[config.mk]
export PLATFORM = sky130hd
export DESIGN_NAME = tmr_channel
export DESIGN_NICKNAME = d
export VERILOG_FILES = /design/src/rtl/tmr_pkg.sv /design/src/rtl/tmr_run_fsm.sv /design/src/rtl/tmr_prescaler.sv /design/src/rtl/tmr_channel.sv
export SDC_FILE = /design/constraint.sdc
export NUM_CORES = 1
export LEC_CHECK = 0
export ABC_AREA = 0
export BUFFER_PORTS_ARGS = -buffer_cell sky130_fd_sc_hd__buf_2
export CAP_MARGIN = 20
export CORE_AREA = 10 10 127 129
export CTS_BUF_LIST = sky130_fd_sc_hd__clkbuf_8
export DETAILED_ROUTE_END_ITERATION = 6
export DIE_AREA = 0 0 137 139
export GPL_ROUTABILITY_DRIVEN = 0
export PLACE_DENSITY = 0.67
export RECOVER_POWER = 25
export SYNTH_ARGS = -nofsm -noshare
export SYNTH_HDL_FRONTEND = slang
export SYNTH_SLANG_ARGS = --single-unit
[constraint.sdc]
create_clock -name clk -period 2.84 [get_ports clk]
set_clock_uncertainty 0.1 [all_clocks]
set_input_delay 0 -clock clk [delete_from_list [all_inputs] [get_ports clk]]
set_output_delay 0 -clock clk [all_outputs]
set_load 0.02 [all_outputs]
[src/rtl/tmr_pkg.sv]
package tmr_pkg;
    typedef enum logic {
        CH_STOPPED = 1'b0,
        CH_RUNNING = 1'b1
    } ch_state_e;

    localparam logic [1:0] SEL_RELOAD  = 2'd0;
    localparam logic [1:0] SEL_COUNTER = 2'd1;
    localparam logic [1:0] SEL_CONTROL = 2'd2;
    localparam logic [1:0] SEL_CAPTURE = 2'd3;

    localparam int IE_BIT   = 5;
    localparam int FLAG_BIT = 8;
    localparam int CTL_KEEP = 8;   // stored control bits [7:0]
    localparam int MAX_CODE = 4;   // highest divider code that ticks
endpackage

[src/rtl/tmr_run_fsm.sv]
module tmr_run_fsm
    import tmr_pkg::*;
(
    input  logic clk,
    input  logic rst_n,
    input  logic chan_en,
    output logic running
);
    ch_state_e state_q, state_d;

    always_comb begin
        state_d = state_q;
        unique case (state_q)
            CH_STOPPED: if (chan_en)  state_d = CH_RUNNING;  // go
            CH_RUNNING: if (!chan_en) state_d = CH_STOPPED;  // halt
        endcase
    end

    always_ff @(posedge clk or negedge rst_n) begin
        if (!rst_n) state_q <= CH_STOPPED;
        else        state_q <= state_d;
    end

    always_comb begin
        unique case (state_q)
            CH_STOPPED: running = 1'b0;
            CH_RUNNING: running = 1'b1;
        endcase
    end
endmodule

[src/rtl/tmr_prescaler.sv]
module tmr_prescaler
    import tmr_pkg::*;
#(
    parameter int CODE_W = 3,
    parameter int PSC_W  = 10
) (
    input  logic              clk,
    input  logic              rst_n,
    input  logic              clear,
    input  logic [CODE_W-1:0] code,
    output logic              tick
);
    logic [PSC_W-1:0] pc_q;
    logic [PSC_W-1:0] last;
    logic             valid;

    always_comb begin
        valid = (int'(code) <= MAX_CODE);
        last  = '0;
        for (int k = 0; k <= MAX_CODE; k++) begin
            if (int'(code) == k) last = PSC_W'((1 << (2 * (k + 1))) - 1);
        end
    end

    assign tick = valid && !clear && (pc_q == last);

    always_ff @(posedge clk or negedge rst_n) begin
        if (!rst_n)                 pc_q <= '0;
        else if (clear || !valid)   pc_q <= '0;
        else if (tick)              pc_q <= '0;
        else                        pc_q <= pc_q + 1'b1;
    end
endmodule

[src/rtl/tmr_channel.sv]
module tmr_channel
    import tmr_pkg::*;
#(
    parameter int DATA_W      = 32,
    parameter int ADDR_W      = 4,
    parameter int CODE_W      = 3,
    parameter int PSC_W       = 10,
    parameter bit HAS_CAPTURE = 1'b1
) (
    input  logic              clk,
    input  logic              rst_n,
    input  logic              chan_en,
    input  logic [ADDR_W-1:0] bus_addr,
    input  logic              bus_wr,
    input  logic [31:0]       bus_wdata,
    output logic [31:0]       bus_rdata,
    output logic              irq
);
    localparam int SEL_LO = 2;

    logic [1:0]        sel;
    logic              hit;
    logic              reload_wr, cnt_wr, ctrl_wr, cap_wr;
    logic [DATA_W-1:0] reload_q, cnt_q, cap_q;
    logic [CTL_KEEP-1:0] ctrl_q;
    logic              flag_q;
    logic              running, tick;
    logic              unused_addr;

    assign unused_addr = ^bus_addr[SEL_LO-1:0];
    assign sel = bus_addr[SEL_LO+1:SEL_LO];
    assign hit = ((bus_addr >> (SEL_LO + 2)) == '0);

    assign reload_wr = bus_wr && hit && (sel == SEL_RELOAD);
    assign cnt_wr    = bus_wr && hit && (sel == SEL_COUNTER);
    assign ctrl_wr   = bus_wr && hit && (sel == SEL_CONTROL);
    assign cap_wr    = bus_wr && hit && (sel == SEL_CAPTURE);

    tmr_run_fsm i_fsm (
        .clk     (clk),
        .rst_n   (rst_n),
        .chan_en (chan_en),
        .running (running)
    );

    tmr_prescaler #(.CODE_W(CODE_W), .PSC_W(PSC_W)) i_psc (
        .clk   (clk),
        .rst_n (rst_n),
        .clear (!running || ctrl_wr),
        .code  (ctrl_q[CODE_W-1:0]),
        .tick  (tick)
    );

    always_ff @(posedge clk or negedge rst_n) begin
        if (!rst_n) begin
            reload_q <= '1;
            cnt_q    <= '1;
            ctrl_q   <= '0;
            flag_q   <= 1'b0;
        end else begin
            if (reload_wr) reload_q <= bus_wdata[DATA_W-1:0];
            if (cnt_wr) begin
                cnt_q <= bus_wdata[DATA_W-1:0];
            end else if (tick) begin
                if (cnt_q == '0) cnt_q <= reload_q;
                else             cnt_q <= cnt_q - 1'b1;
            end
            if (ctrl_wr) ctrl_q <= bus_wdata[CTL_KEEP-1:0];
            if (tick && cnt_q == '0 && !cnt_wr)      flag_q <= 1'b1;
            else if (ctrl_wr && !bus_wdata[FLAG_BIT]) flag_q <= 1'b0;
        end
    end

    generate
        if (HAS_CAPTURE) begin : g_cap
            always_ff @(posedge clk or negedge rst_n) begin
                if (!rst_n)      cap_q <= '0;
                else if (cap_wr) cap_q <= bus_wdata[DATA_W-1:0];
            end
        end else begin : g_nocap
            assign cap_q = '0;
        end
    endgenerate

    always_comb begin
        bus_rdata = '0;
        if (hit) begin
            unique case (sel)
                SEL_RELOAD:  bus_rdata = 32'(reload_q);
                SEL_COUNTER: bus_rdata = 32'(cnt_q);
                SEL_CONTROL: bus_rdata = 32'({flag_q, ctrl_q});
                SEL_CAPTURE: bus_rdata = 32'(cap_q);
            endcase
        end
    end

    assign irq = flag_q && ctrl_q[IE_BIT];
endmodule

==> flow_metrics.py <==
metrics = {
    "sta": {
        "tightestPinTransition_ns": 1.40,
        "rsz0062_at_grt": "no",
        "max_freq_mhz": 398,
        "setup-violations-final": 0,
        "setup_ws_ns": 0.330,
        "hold_slack_ns": 0.0284,
        "drv_slew": 0,
        "final.setup.tns_ns": 0,
        "hold_viol_final": 0,
        "period_needed_ns": 2.51,
        "max-slew-margin-rel": 0.0644,
        "min_period_over_period": 0.884,
    },
    "clocking": {
        "tritoncts.num_buffers": 17,
        "insertion_delay_ns": 0.44,
        "cts-resized-gates": 0,
        "ctsHoldBuffers": 35,
        "htree_levels": 4,
        "post_cts_buffers": 0,
        "cts_tree": "yes",
        "clock-sinks": 116,
        "clockRootBuffer": "clkbuf_8",
        "cts_buffer_depth": 2,
        "clkTransAtPathRegs_ns": 0.07,
    },
    "cells_and_area": {
        "area_growth_pct": 18.4,
        "final_util": 0.582,
        "drive_gt1_frac": 0.371,
        "nets": 787,
        "diodes": 0,
    },
    "logic_synthesis": {
        "synth_area_mm2": 0.00672,
        "syn_inst": 643,
        "syn_avg_cell_area_um2": 10.5,
        "synth-edff-count": 0,
        "yosysUniqueCellTypes": 59,
        "synth_nets": 686,
        "synth.ff_latch_count": 116,
        "synth_ff_type": "dfstp_2",
        "ys.warnings.count": 0,
        "synthArstFlopShare": 1.00,
        "ys_seq_area_frac": 0.444,
    },
    "floorplanning": {
        "fp.dieW_um": 137,
        "io_pins": 73,
        "die_area_mm2": 0.0190,
        "initial_utilization": 0.492,
        "num_rows": 43,
        "die_y_um": 139,
        "core_area_mm2": 0.0137,
    },
    "worst_setup_path": {
        "worstSetupEndpointType": "flop",
        "arrival_ns": 2.78,
        "reg2reg_slack_ns": 0.33,
        "worstSetupStartpointType": "flop",
        "cp_max_fo": 43,
        "crit_type": "reg -> reg",
        "required_ns": 3.11,
    },
    "global_route": {
        "grt_pass1_wl_um": 28800,
        "overflow": 0,
        "grt_start_max_net_pins": 56,
        "antenna_found_initial": 0,
        "use_met2": 0.305,
        "grt-busiest-layer": "met2",
        "gr-usage-met3": 0.0449,
        "met1_usage": 0.235,
        "grt_util_all_layers": 0.184,
        "first_global_vias": 5645,
    },
    "drt": {
        "num_vias": 5316,
        "routed_wl_um": 16900,
        "dr.pass1.iters": 4,
        "drt_iter0_drc": 291,
        "routedWlPerCell_um": 18.1,
        "via_per_inst": 5.67,
        "antenna_left": 0,
        "drc_errors": 0,
    },
    "place": {
        "dp.final_hpwl_um": 11800,
        "numPortBuffers": 70,
        "pre_cts_slack_ns": 0.342,
    },
    "power_and_ir_drop": {
        "leakagePower_nw": 3.34,
        "p_total_mw": 4.68,
        "p_per_area_mw_per_mm2": 588,
        "ir_drop_v": 0.000418,
    },
    "status": {
        "outcome": "complete, no violations",
    },
    "min_path": {
        "hp-class": "in -> reg",
    },
    "flow_run": {
        "cap_violations": 0,
    },
}
==> registers in the layout (all words and copies together), names as in the netlist <==
register and count:
reload_q 32, cnt_q 32, ctrl_q 8, i_psc.pc_q 10, flag_q 1, i_fsm.state_q 1, cap_q 32
==> cell families after synthesis <==
kind of cell / Yosys count / share of synthesized area
AND/OR/NAND/NOR: 221 / 0.171
flip-flops: 116 / 0.444
AO/OA/AOI/OAI: 113 / 0.110
multiplexers: 112 / 0.197
buffers and inverters: 51 / 0.0367
XOR/XNOR: 27 / 0.0352
adder cells (fa/ha/maj): 3 / 0.00559
==> routing by layer <==
layer  vias up  share of wire  wire [µm]
li1       2550              -          -
met1      2645           0.44       7520
met2       107           0.51       8560
met3        14          0.042        710
met4         0         0.0079        133
met5         -              0          0
==> cell usage after synthesis, types with 12 or more instances <==
library cell / count / area, µm²
a211o_1: 14 / 123
a21oi_1: 15 / 75.1
a31oi_1: 17 / 106
buf_2: 14 / 70.1
clkbuf_1: 21 / 78.8
dfrtp_1: 52 / 1300
dfstp_2: 64 / 1680
mux2_2: 72 / 811
mux2i_1: 29 / 290
nand2_1: 74 / 278
nor2_1: 62 / 233
nor3_1: 15 / 75.1
o21ai_0: 34 / 170
xnor2_1: 12 / 105
xor2_1: 15 / 131
==> final timing paths <==
check | to | cells after the start | from
worst max register to register | cnt_q[28]$_DFFE_PN1P_ | 7 | ctrl_q[2]$_DFFE_PN0P_
min in group asynchronous | cap_q[14]$_DFFE_PN0P_ | 2 | rst_n
worst min-delay path | cnt_q[0]$_DFFE_PN1P_ | 4 | bus_wr
max in group asynchronous | cnt_q[6]$_DFFE_PN1P_ | 3 | rst_n
worst max-delay path | cnt_q[28]$_DFFE_PN1P_ | 7 | ctrl_q[2]$_DFFE_PN0P_
worst min register to register | cap_q[5]$_DFFE_PN0P_ | 1 | cap_q[5]$_DFFE_PN0P_
==> where the power goes <==
group          switching, mW  internal, mW
logic                  0.513         0.512
registers              0.307          2.06
clock network          0.645         0.643
total                   1.46          3.22
==> through the flow <==
| step | cells | instance area (µm²) |
|---|---|---|
| after CTS | 937 | 7970 |
| after floorplan | 643 | 6720 |
| after global placement | 870 | 7290 |
| final | 937 | 7960 |
| after detailed placement | 870 | 7290 |
| after global routing | 937 | 7960 |
==> cell type report <==
| cell class | count | area [µm²] |
|---|---|---|
| Fill cell | 1188 | 5710 |
| Multi-Input combinational cell | 476 | 3500 |
| Sequential cell | 116 | 2980 |
| Timing Repair Buffer | 129 | 911 |
| Clock buffer | 20 | 275 |
| Tap cell | 180 | 225 |
| Clock inverter | 12 | 53.8 |
| Inverter | 4 | 15.0 |
==> worst max-delay path: stages, from the launching register on <==
cell and delay (ns):
dfrtp_1 0.53, or3b_1 0.39, o211a_1 0.14, nor4_2 0.34
nand3_2 0.15, buf_12 0.21, or3_1 0.39, a31oi_1 0.17
==> cells in the final DEF, fill, tap and decap left out, drive strengths merged, types with 9 or more instances in the layout <==
cell type	n
a21oi	15
nand4	9
mux2	74
inv	9
mux2i	29
xnor2	12
buf	91
nor2	62
nor3	17
a31oi	17
a211o	14
dfstp	64
clkbuf	23
dlygate4sd3	35
nand3	11
nand2	74
dfrtp	52
nor4	15
o21ai	35
xor2	15
mux4	9
(Power assumes the default switching activity.)
